--- src/rtl/wdk_pkg.sv ---
package wdk_pkg;

    typedef enum logic [1:0] {
        WD_IDLE = 2'd0,
        WD_RUN  = 2'd1,
        WD_TRIP = 2'd2
    } wd_state_e;

    // bit 0 tick select, bit 1 key enable, bit 2 lock
    typedef struct packed {
        logic lock;
        logic key_en;
        logic sel_out;
    } wdk_cfg_t;

    localparam int CFG_W = $bits(wdk_cfg_t);

endpackage

--- src/rtl/wdk_cfg.sv ---
module wdk_cfg
    import wdk_pkg::*;
(
    input  logic             clk,
    input  logic             rst_n,
    input  logic             cfg_wr,
    input  logic [CFG_W-1:0] cfg_data,
    output wdk_cfg_t         cfg
);

    always_ff @(posedge clk) begin
        if (!rst_n) begin
            cfg <= '0;
        end else if (cfg_wr && !cfg.lock) begin
            cfg <= wdk_cfg_t'(cfg_data);
        end
    end

    // a locked configuration never changes again
    p_lock_hold_r11: assert property (@(posedge clk) disable iff (!rst_n)
        cfg.lock |=> ($stable(cfg) && cfg.lock));

endmodule

--- src/rtl/wdk_xfer.sv ---
module wdk_xfer #(
    parameter int         W         = 8,
    parameter logic [W-1:0] KEY     = 8'h5C,
    parameter logic [W-1:0] RST_VAL = 8'h0F
) (
    input  logic         clk,
    input  logic         rst_n,
    input  logic         cnt_wr,
    input  logic         svc_wr,
    input  logic [W-1:0] wr_data,
    input  logic         key_en,
    input  logic         wd_tick,
    output logic [W-1:0] reload_val,
    output logic         pend_load,
    output logic         pend_svc,
    output logic         busy,
    output logic         fault
);

    logic svc_take;
    logic key_ok;
    logic svc_dup;

    always_comb begin
        svc_take = svc_wr && key_en;
        key_ok   = (wr_data == KEY);
        svc_dup  = pend_svc && !wd_tick;
        fault    = svc_take && (!key_ok || svc_dup);
        busy     = pend_load || pend_svc;
    end

    always_ff @(posedge clk) begin
        if (!rst_n) begin
            reload_val <= RST_VAL;
            pend_load  <= 1'b0;
            pend_svc   <= 1'b0;
        end else begin
            if (cnt_wr) begin
                reload_val <= wr_data;
            end
            pend_load <= (pend_load && !wd_tick) || cnt_wr;
            pend_svc  <= (pend_svc && !wd_tick) || (svc_take && key_ok);
        end
    end

    // a tick with no new write empties the pending slots
    p_busy_clear_r3: assert property (@(posedge clk) disable iff (!rst_n)
        (busy && wd_tick && !cnt_wr && !svc_wr) |=> !busy);

    // with keying off, a lone service write leaves busy unchanged
    p_svc_ignored_r8: assert property (@(posedge clk) disable iff (!rst_n)
        (svc_wr && !key_en && !cnt_wr && !busy) |=> !busy);

endmodule

--- src/rtl/wdk_core.sv ---
module wdk_core
    import wdk_pkg::*;
#(
    parameter int W = 8
) (
    input  logic         clk,
    input  logic         rst_n,
    input  logic         wd_tick,
    input  logic         freeze,
    input  logic         pend_load,
    input  logic         pend_svc,
    input  logic [W-1:0] reload_val,
    input  logic         fault,
    output logic [W-1:0] count,
    output logic         running,
    output logic         err
);

    wd_state_e state;
    wd_state_e state_nx;
    logic      any_pend;
    logic      at_zero;

    always_comb begin
        any_pend = pend_load || pend_svc;
        at_zero  = (count == '0);
    end

    // next-state logic
    always_comb begin
        state_nx = state;
        unique case (state)
            WD_IDLE: begin
                if (fault) begin
                    state_nx = WD_TRIP;
                end else if (wd_tick && pend_load) begin
                    state_nx = WD_RUN;
                end
            end
            WD_RUN: begin
                if (fault) begin
                    state_nx = WD_TRIP;
                end else if (wd_tick && !any_pend && at_zero) begin
                    state_nx = WD_TRIP;
                end
            end
            WD_TRIP: state_nx = WD_TRIP;
            default: state_nx = WD_TRIP;
        endcase
    end

    // state register
    always_ff @(posedge clk) begin
        if (!rst_n) begin
            state <= WD_IDLE;
        end else begin
            state <= state_nx;
        end
    end

    // counter datapath
    always_ff @(posedge clk) begin
        if (!rst_n) begin
            count <= '0;
        end else if (wd_tick) begin
            unique case (state)
                WD_IDLE: begin
                    if (pend_load) begin
                        count <= reload_val;
                    end
                end
                WD_RUN: begin
                    if (any_pend) begin
                        count <= reload_val;
                    end else if (!at_zero) begin
                        count <= count - 1'b1;
                    end
                end
                default: count <= count;
            endcase
        end
    end

    // output decode
    always_comb begin
        running = (state == WD_RUN);
        err     = (state == WD_TRIP);
    end

    // the error is held until reset
    p_err_sticky_r4: assert property (@(posedge clk) disable iff (!rst_n)
        err |=> err);

    // a plain tick takes exactly one off the counter
    p_dec_r4: assert property (@(posedge clk) disable iff (!rst_n)
        (running && wd_tick && !any_pend && !at_zero && !fault)
        |=> (count == W'($past(count) - 1'b1)));

    // without an applied load the block never starts
    p_idle_hold_r2: assert property (@(posedge clk) disable iff (!rst_n)
        (state == WD_IDLE && !(wd_tick && pend_load)) |=> !running);

    // freeze holds the counter
    p_freeze_hold_r10: assert property (@(posedge clk) disable iff (!rst_n)
        freeze |=> $stable(count));

endmodule

--- src/rtl/wdk_watchdog.sv ---
module wdk_watchdog
    import wdk_pkg::*;
#(
    parameter int             W       = 8,
    parameter logic [W-1:0]   KEY     = 8'h5C,
    parameter logic [W-1:0]   RST_VAL = 8'h0F
) (
    input  logic             clk,
    input  logic             rst_n,
    input  logic             cfg_wr,
    input  logic [CFG_W-1:0] cfg_data,
    input  logic             cnt_wr,
    input  logic             svc_wr,
    input  logic [W-1:0]     wr_data,
    input  logic             tick_in,
    input  logic             tick_out,
    input  logic             freeze,
    output logic [W-1:0]     wd_count,
    output logic             wd_busy,
    output logic             wd_running,
    output logic             wd_err
);

    wdk_cfg_t     cfg;
    logic         wd_tick;
    logic [W-1:0] reload_val;
    logic         pend_load;
    logic         pend_svc;
    logic         fault;

    always_comb begin
        wd_tick = (cfg.sel_out ? tick_out : tick_in) && !freeze;
    end

    wdk_cfg u_cfg (
        .clk      (clk),
        .rst_n    (rst_n),
        .cfg_wr   (cfg_wr),
        .cfg_data (cfg_data),
        .cfg      (cfg)
    );

    wdk_xfer #(
        .W       (W),
        .KEY     (KEY),
        .RST_VAL (RST_VAL)
    ) u_xfer (
        .clk        (clk),
        .rst_n      (rst_n),
        .cnt_wr     (cnt_wr),
        .svc_wr     (svc_wr),
        .wr_data    (wr_data),
        .key_en     (cfg.key_en),
        .wd_tick    (wd_tick),
        .reload_val (reload_val),
        .pend_load  (pend_load),
        .pend_svc   (pend_svc),
        .busy       (wd_busy),
        .fault      (fault)
    );

    wdk_core #(
        .W (W)
    ) u_core (
        .clk        (clk),
        .rst_n      (rst_n),
        .wd_tick    (wd_tick),
        .freeze     (freeze),
        .pend_load  (pend_load),
        .pend_svc   (pend_svc),
        .reload_val (reload_val),
        .fault      (fault),
        .count      (wd_count),
        .running    (wd_running),
        .err        (wd_err)
    );

    // a wrong key with keying on trips the block
    p_bad_key_r6: assert property (@(posedge clk) disable iff (!rst_n)
        (svc_wr && cfg.key_en && wr_data != KEY) |=> wd_err);

    // a second key before the tick trips the block
    p_dup_key_r7: assert property (@(posedge clk) disable iff (!rst_n)
        (svc_wr && cfg.key_en && pend_svc && !wd_tick) |=> wd_err);

endmodule

--- config.mk ---
export PLATFORM = sky130hd
export DESIGN_NAME = wdk_watchdog
export DESIGN_NICKNAME = d
export VERILOG_FILES = /design/src/rtl/wdk_pkg.sv /design/src/rtl/wdk_cfg.sv /design/src/rtl/wdk_xfer.sv /design/src/rtl/wdk_core.sv /design/src/rtl/wdk_watchdog.sv
export SDC_FILE = /design/constraint.sdc
export NUM_CORES = 1
export LEC_CHECK = 0
export BUFFER_PORTS_ARGS = -buffer_cell sky130_fd_sc_hd__clkbuf_2
export CAP_MARGIN = 0
export CORE_MARGIN = 8
export CORE_UTILIZATION = 59
export CTS_BUF_LIST = sky130_fd_sc_hd__clkbuf_2 sky130_fd_sc_hd__clkbuf_4 sky130_fd_sc_hd__clkbuf_8
export DETAILED_ROUTE_END_ITERATION = 10
export GPL_TIMING_DRIVEN = 0
export PLACE_DENSITY = 0.91
export SLEW_MARGIN = 40
export SYNTH_ARGS = -nofsm -noshare
export SYNTH_HDL_FRONTEND = slang
export SYNTH_SLANG_ARGS = --single-unit
export TNS_END_PERCENT = 50
--- constraint.sdc ---
create_clock -name clk -period 4.2 [get_ports clk]
set_input_delay 0.84 -clock clk [delete_from_list [all_inputs] [get_ports clk]]
set_output_delay 0.84 -clock clk [all_outputs]
set_load 0.03 [all_outputs]
# After elaboration in Yosys (flattened, before gate mapping)
# Cells that the tools add are included.
# Widths: inputs -> output; s select.
[totals]
regBits = 23
inputBits = 19
output_inout_bits = 11
word_cells = 50
[op_classes]
addsub = 1
n_eq_ne = 7
n_mux = 10
reduce_logical = 24
[op_table]
columns = ["cell", "n"]
rows = [
  ["$mux 8", 3],
  ["$pmux 8 s2", 1],
  ["$logic_and 1x1->1", 10],
  ["$eq 8x7->1 const B", 1],
  ["$logic_not 8->1", 1],
  ["$mux 2", 4],
  ["$sub 8x1->8 const B", 1],
  ["$ne 3x2->1 const B", 2],
  ["$logic_not 1->1", 5],
  ["$logic_or 1x1->1", 4],
  ["$pmux 2 s2", 1],
  ["$reduce_and 4->1", 1],
  ["$ne 3x1->1 const B", 1],
  ["$eq 2x1->1 const B", 1],
  ["$eq 2x2->1 const B", 1],
  ["$logic_not 2->1", 1],
  ["$ne 2x2->1 const B", 1],
  ["$reduce_and 2->1", 1],
  ["$reduce_bool 2->1", 1],
  ["$mux 1", 1],
]

# Longest topological paths before layout
# Gate-level depths: netlist of the first run.
[logic_depth]
word_depth = 8
depth_mapped = 6
depth_no_buf = 6

# Modules after synthesis
# From an unflattened synthesis of the first run, not the netlist that was laid out.
[unflattened]
cells_unflattened = 140
area_unflattened_um2 = 1253.7
[modules_own_cells]
columns = ["mod", "n_inst", "cells_per_inst", "area_per_inst_um2", "seq_area_each_um2"]
rows = [
  ["wdk_core", 1, 87, 694.4, 200.2],
  ["wdk_xfer", 1, 39, 425.4, 200.2],
  ["wdk_cfg", 1, 12, 120.1, 60.1],
  ["wdk_watchdog", 1, 2, 13.8, 0.0],
]

# Worst setup path before layout of the first run
# Ideal clock, no wire load.
[synth_path]
path_type = "input to register"
start = "in tick_out"
end = "reg u_core.count[2]"
setup_ns = 0.117
arrival_ns = 1.856
t_required_ns = 4.083
slack_ns = 2.227
stages = 4
path_buffers = 0
path_cell_list = "mux2i_1 -> nor4_2 -> o211ai_1 -> a32o_1"
[synth_between]
elab_chain_cells = 3
[synth_rtl]
columns = ["item", "line_no", "rtl"]
rows = [
  ["start: declaration", "wdk_watchdog.sv:16", "input logic tick_out,"],
  ["$mux 1", "wdk_watchdog.sv:32", "wd_tick = (cfg.sel_out ? tick_out : tick_in) && !freeze;"],
  ["$logic_and 1x1->1", "wdk_watchdog.sv:32", ""],
  ["$reduce_and 4->1 (no source line)", "n/a", ""],
  ["end signal: assignment", "wdk_core.sv:74", "count <= reload_val;"],
  ["end signal: assignment", "wdk_core.sv:76", "count <= count - 1'b1;"],
  ["end signal: assignment", "wdk_core.sv:79", "default: count <= count;"],
  ["end: declaration", "wdk_core.sv:14", "output logic [W-1:0] count,"],
]
# No other way between the ends.
# A chain may end at the register's enable or synchronous reset.

# Worst setup path after layout of the first run
# Same ends and word-level chain as after synthesis.

==> results of run 1 <==
sequential cells by signal (all words and copies together), names as in the netlist:
signal,cells
u_core.count,8
u_xfer.reload_val,8
u_core.state,2
u_xfer.pend_load,1
u_xfer.pend_svc,1
u_cfg.cfg,3
kinds of logic (layout without fill, tap and decap cells):
group	count (synthesis)	count (layout)	share of synthesized area (%)
compound gates	33	33	18.57
fa+ha+maj	2	2	2.040
buf+inv	12	43	4.897
flops	23	23	37.55
mux	11	11	8.980
simple gates	61	61	27.96
final cells by class:
cell class | count | area, um^2 | share of cell area [%]
timing repair buffer | 27 | 135.1 | 9.482
inverter | 6 | 22.52 | 1.580
sequential | 23 | 460.4 | 32.31
buffer | 6 | 37.54 | 2.634
multi-input combinational | 107 | 705.7 | 49.52
clock buffer | 4 | 30.03 | 2.107
tap | 27 | 33.78 | 2.370
worst min path at each step:
stage | cells past startpoint | startpoint | slack, ns | end
global placement | 2 | u_cfg.cfg[2] | 0.45 | u_cfg.cfg[2]
CTS | 2 | u_cfg.cfg[2] | 0.49 | u_cfg.cfg[2]
detailed placement | 2 | u_cfg.cfg[2] | 0.46 | u_cfg.cfg[2]
floorplan | 2 | u_cfg.cfg[2] | 0.44 | u_cfg.cfg[2]
global route | 2 | u_cfg.cfg[1] | 0.51 | u_xfer.pend_svc
finish | 2 | u_cfg.cfg[2] | 0.49 | u_cfg.cfg[2]
worst max-delay path, stage by stage:
cell and delay (ns):
clkbuf_2 0.08, mux2i_1 0.15, nor4_2 0.67, o211ai_1 0.19, a32o_1 0.30
per-layer routing:
layer  global-route usage, %  vias to the layer above  share of wire (%)  routed length (um)
met1                   22.34                      562                 45                1426
met4                   9.740                        0                1.1                  34
met2                   29.25                       55                 47                1513
met5                       0                        -                  0                   0
li1                        -                      586                  -                   -
met3                   6.472                        6                6.9                 222
where the power goes:
part	switching, mW	total, mW	internal [mW]
clock	0.0658	0.109	0.0436
combinational	0.0534	0.0885	0.0350
sequential	0.0104	0.240	0.229
cells in the final DEF (no fill, tap or decap), drive strengths merged, types with 2 or more instances in the layout:
cell    count
nor4        5
nand2      21
mux2i      11
nand3       2
o21ai       4
nor2       13
nor2b       3
ha          2
clkbuf     35
buf         2
a21oi      10
a31o        3
a21o        2
nor3        3
inv         6
o31a        2
a32o        2
nand4       2
o31ai       4
dfxtp      23
a31oi       3
and3        3
per-stage QoR:
| stage | util [%] | total power, mW | cell area, um^2 | cells | hold slack [ns] |
|---|---|---|---|---|---|
| 5_1_grt | 72.64 | 0.4645 | 1425 | 200 | 0.5145 |
| 6_report | 72.64 | 0.4375 | 1425 | 200 | 0.4920 |
| 4_1_cts | 72.64 | 0.4359 | 1425 | 200 | 0.4909 |
| 3_3_place_gp | 71.11 | 0.3265 | 1395 | 196 | 0.4514 |
| 2_1_floorplan | - | 0.3025 | 1226 | 142 | 0.4374 |
| 3_5_place_dp | 71.11 | 0.3304 | 1395 | 196 | 0.4622 |
==> results.cfg, run 1 <==
[run]
drv_cap = 0

[routing]
routedWlPerCell_um = 15.99
vias_per_cell = 6.045
drt_iter0_drc = 95
totalWireLength_um = 3197
dr_total_vias = 1209
final_antenna_net_count = 0
drc = 0
firstDrtPassIters = 4

[timing]
setup_ws_ns = 2.183
finalMaxSlewViolations = 0
tns_ns = 0
fmax_ghz = 0.4958
skew_ns = 0.007525
grt_setup_unrepaired = false
hold_viol_final = 0
fin_crit_sh_pct = 48.02
maxSlewHeadroom_pct = 49.47
period_minus_slack_ns = 2.017
setup_violations = 0
tightest_slew_ns = 0.7517

[place]
pre_cts_ws_ns = 1.879
numPortBuffers = 27
dpl.hpwl_um = 2385
gp_congestion = 0.9476

[worst_setup_path]
reg2reg_to = u_core.count[0]
crit_path_start_kind = input pin
reg2reg_depth = 4
worstPathRequired_ns = 4.42
cp_data_arrival_time_ns = 2.24
cp-startpoint = tick_out
path_class = in -> reg
worstReg2RegStart = u_core.count[4]
ff2ff_setup_slack_ns = 2.30
worstSetupEndpointType = flip-flop
cp_max_fo = 8
crit_end = u_core.count[2]

[synth]
synth_nets = 163
yosysTopAreaCell = dfxtp_1
synthDistinctLibCells = 37
yosysSeqAreaShare_pct = 37.55
synthFlopType = dfxtp_1
ys_ff_latch = 23
synth_edf_count = 0
yosysWarnings = 0
synthArstFlopShare_pct = 0
synth_top_area_share_pct = 37.55
ys_top_cells_by_count = dfxtp_1, nand2_1, nor2_1
avgSynthCellArea_um2 = 8.635
synth.most_common_cell = dfxtp_1
synth_area_mm2 = 0.001226
syn-instance-count = 142
synthTopCellsByArea = dfxtp_1, mux2i_1, nand2_1

[global_routing]
grt_pass1_vias = 1226
antenna_found_initial = 0
grt_first_pass_wirelength_um = 5388
grt_max_degree = 13
gr-usage-all-layers_pct = 18.86
grt-ovfl-total = 0

[clock_network]
clock_sinks = 23
tritoncts = done
htreeDepth = 1
cts_hold_buffers = 0
cts_buffer_depth = 2
clkTransAtPathRegs_ns = 0.13
cts_resized = 0
cts_inserted_buffers = 3
clk-insertion-delay-late_ns = 0.31
post_cts_buffers = 0
cts-root-buf = clkbuf_4

[layout]
drive_gt1_share_pct = 23.70
fill_cells = 175
nets = 195
n_antenna_cell = 0
syn2layout_area_growth_pct = 16.22

[floorplanning]
coreArea_mm2 = 0.001962
io_pins = 30
die_area_mm2 = 0.003793
die_w_um = 61.59
die_h_um = 61.59
start_util_pct = 62.50
rows = 16

[power]
power.density_mw_per_mm2 = 307.0
leakagePower_nw = 0.6348
ir_worst_vdd_mv = 0.2374

[worst_hold_path]
hold_class = reg -> reg

[status]
outcome = complete, no violations
(Power assumes the default switching activity.)
==> run 2: changes to the inputs <==
ABC_AREA = 1   (was not set)
CORE_UTILIZATION = 55   (was 59)
PLACE_DENSITY = 0.86   (was 0.91)
clock period = 2.1 ns   (was 4.2 ns; I/O delays follow)
==> run 2 against run 1 <==
Against the previous run: worst setup slack lost 1.7 ns; sequential cell count is the same; wire length shrank 16%; sequential share of layout area shrank 0.61 points; clock skew shrank 0.0068 ns; cell count grew 30%; utilization shrank 5.7 points; largest power group unchanged.
==> results.cfg, run 2 <==
[worst_setup_path]
cp-startpoint = u_core.state[0]
crit_end = wd_running
ff2ff_setup_slack_ns = 0.53
worstSetupEndpointType = output pin
reg2reg_to = u_core.count[5]
path_class = reg -> out
crit_path_start_kind = flip-flop
cpPeakStageDelay_ns = 0.46
cp_data_arrival_time_ns = 1.18
reg2reg_depth = 8
cp_max_fo = 5
path_cells = inv_2 -> nor2_4 -> clkbuf_2
worstReg2RegStart = u_core.count[0]
critPathSlowestCell = dfxtp_1
worstPathRequired_ns = 1.68

[routing]
firstDrtPassIters = 4
vias_per_cell = 4.908
routedWlPerCell_um = 10.37
totalWireLength_um = 2695
final_antenna_net_count = 0
dr_total_vias = 1276
drc = 0
drt_iter0_drc = 34

[synth]
yosysWarnings = 0
ys_top_cells_by_count = nand2_1, nor2_1, dfxtp_1
syn-instance-count = 199
synth_edf_count = 0
synthArstFlopShare_pct = 0
synth_nets = 220
synthDistinctLibCells = 19
synth_area_mm2 = 0.001242
synth_top_area_share_pct = 37.06
ys_ff_latch = 23
yosysSeqAreaShare_pct = 37.06
avgSynthCellArea_um2 = 6.243
yosysTopAreaCell = dfxtp_1
synth.most_common_cell = nand2_1
synthFlopType = dfxtp_1
synthTopCellsByArea = dfxtp_1, nand2_1, nor2_1

[power]
combPwrFrac_pct = 33.2
total_power_mw = 1.086
p_int_uw = 688.1
power.share.switching_pct = 36.62
power_switching_uw = 397.5
p_seq_share_pct = 46.7
leakagePower_nw = 0.7761
p_clk_share_pct = 20.1
ir_worst_vdd_mv = 0.4644
power.density_mw_per_mm2 = 747.4

[layout]
reg_top3 = u_core.count: 8 flops, u_xfer.reload_val: 8 flops, u_cfg.cfg: 3 flops
drive_gt1_share_pct = 18.53
syn2layout_area_growth_pct = 16.92
nets = 254
final_common_cell = nand2_1
fin_area_mm2 = 0.001453
n_antenna_cell = 0
final_cell_mix = nand2_1, nor2_1, clkbuf_2, dfxtp_1, inv_1
layoutNonFillerInstCount = 260

[floorplanning]
coreArea_mm2 = 0.002170
rows = 17
die_area_mm2 = 0.004036
die_h_um = 63.53
start_util_pct = 57.27
io_pins = 30
die_w_um = 63.53

[timing]
skew_ns = 0.0006878
setup_violations = 0
fin_crit_sh_pct = 76.06
period_minus_slack_ns = 1.597
grt_setup_unrepaired = false
maxSlewHeadroom_pct = 70.57
tightest_slew_ns = 0.4415
finalMaxSlewViolations = 0
tns_ns = 0
fmax_ghz = 0.6261
hold_viol_final = 0

[place]
placed_area_mm2 = 0.001423
placed_cells = 256
dpl.hpwl_um = 2193
gp_congestion = 0.9651
numPortBuffers = 29

[global_routing]
grt_pass1_vias = 1126
grt-ovfl-total = 0
grt_max_degree = 13
gr-usage-all-layers_pct = 13.80
grt_first_pass_wirelength_um = 4664
antenna_found_initial = 0

[run]
drv_cap = 0

[clock_network]
tritoncts = done
clkTransAtPathRegs_ns = 0.12
htreeDepth = 1
cts-root-buf = clkbuf_4
post_cts_buffers = 0
cts_buffer_depth = 2
cts_inserted_buffers = 3
cts_hold_buffers = 0
clock_sinks = 23
clk-insertion-delay-late_ns = 0.31
cts_resized = 0

[status]
outcome = complete, no violations

[worst_hold_path]
hold_class = in -> reg
==> run 2: cells by family after synthesis <==
| logic type | Yosys count | synth area share (%) |
|---|---|---|
| simple gates | 117 | 39.48 |
| compound gates | 29 | 11.98 |
| buf+inv | 27 | 8.762 |
| flops | 23 | 37.06 |
| fa+ha+maj | 2 | 2.014 |
| xor+xnor | 1 | 0.7051 |
==> run 2: routing by layer <==
layer | share of wire [%] | global-route usage, % | vias up
met1 | 48 | 16.38 | 546
met3 | 5.3 | 3.710 | 4
met4 | 1.3 | 5.014 | 0
met2 | 46 | 23.07 | 31
met5 | 0 | 0 | -
li1 | - | - | 695
==> run 2: how the worst min path moves through the flow <==
| stage | slack, ns | depth (start not counted) | end | start |
|---|---|---|---|---|
| CTS | 0.32 | 3 | u_cfg.cfg[2] | cfg_data[2] |
| floorplan | 0.43 | 2 | u_xfer.reload_val[0] | u_xfer.reload_val[0] |
| detailed placement | 0.44 | 2 | u_xfer.reload_val[2] | u_xfer.reload_val[2] |
| finish | 0.32 | 3 | u_cfg.cfg[2] | cfg_data[2] |
| global placement | 0.44 | 2 | u_xfer.reload_val[1] | u_xfer.reload_val[1] |
| global route | 0.32 | 3 | u_cfg.cfg[2] | cfg_data[2] |
==> run 2: stage by stage <==
stage / worst slack (ns) / util (%) / hold WS (ns)
finish: 0.5028 / 66.96 / 0.3196
global placement: 0.5725 / 65.57 / 0.4427
global route: 0.3869 / 66.96 / 0.3250
detailed placement: 0.5681 / 65.57 / 0.4450
CTS: 0.4936 / 66.96 / 0.3172
floorplan: 0.5511 / - / 0.4292
==> run 2: final cells by class <==
cell class / instances / area, um^2
fill: 224 / 716.9
multi-input combinational: 149 / 673.1
sequential: 23 / 460.4
timing repair buffer: 29 / 145.1
inverter: 24 / 90.09
tap: 28 / 35.03
clock buffer: 4 / 30.03
buffer: 3 / 18.77
==> run 2: power by group through the flow <==
| stage | clock (mW) | sequential (mW) | combinational [mW] |
|---|---|---|---|
| 5_1_grt | 0.239 | 0.512 | 0.412 |
| 2_1_floorplan | 0 | 0.532 | 0.254 |
| 6_report | 0.218 | 0.506 | 0.361 |
| 3_5_place_dp | 0 | 0.516 | 0.360 |
| 4_1_cts | 0.223 | 0.507 | 0.361 |
| 3_3_place_gp | 0 | 0.516 | 0.354 |
==> run 2: worst max-delay path: cells and delay by family (launching register included) <==
| family | cells | cell delay [ns] |
|---|---|---|
| buf+inv | 2 | 0.30 |
| flops | 1 | 0.46 |
| simple gates | 1 | 0.11 |
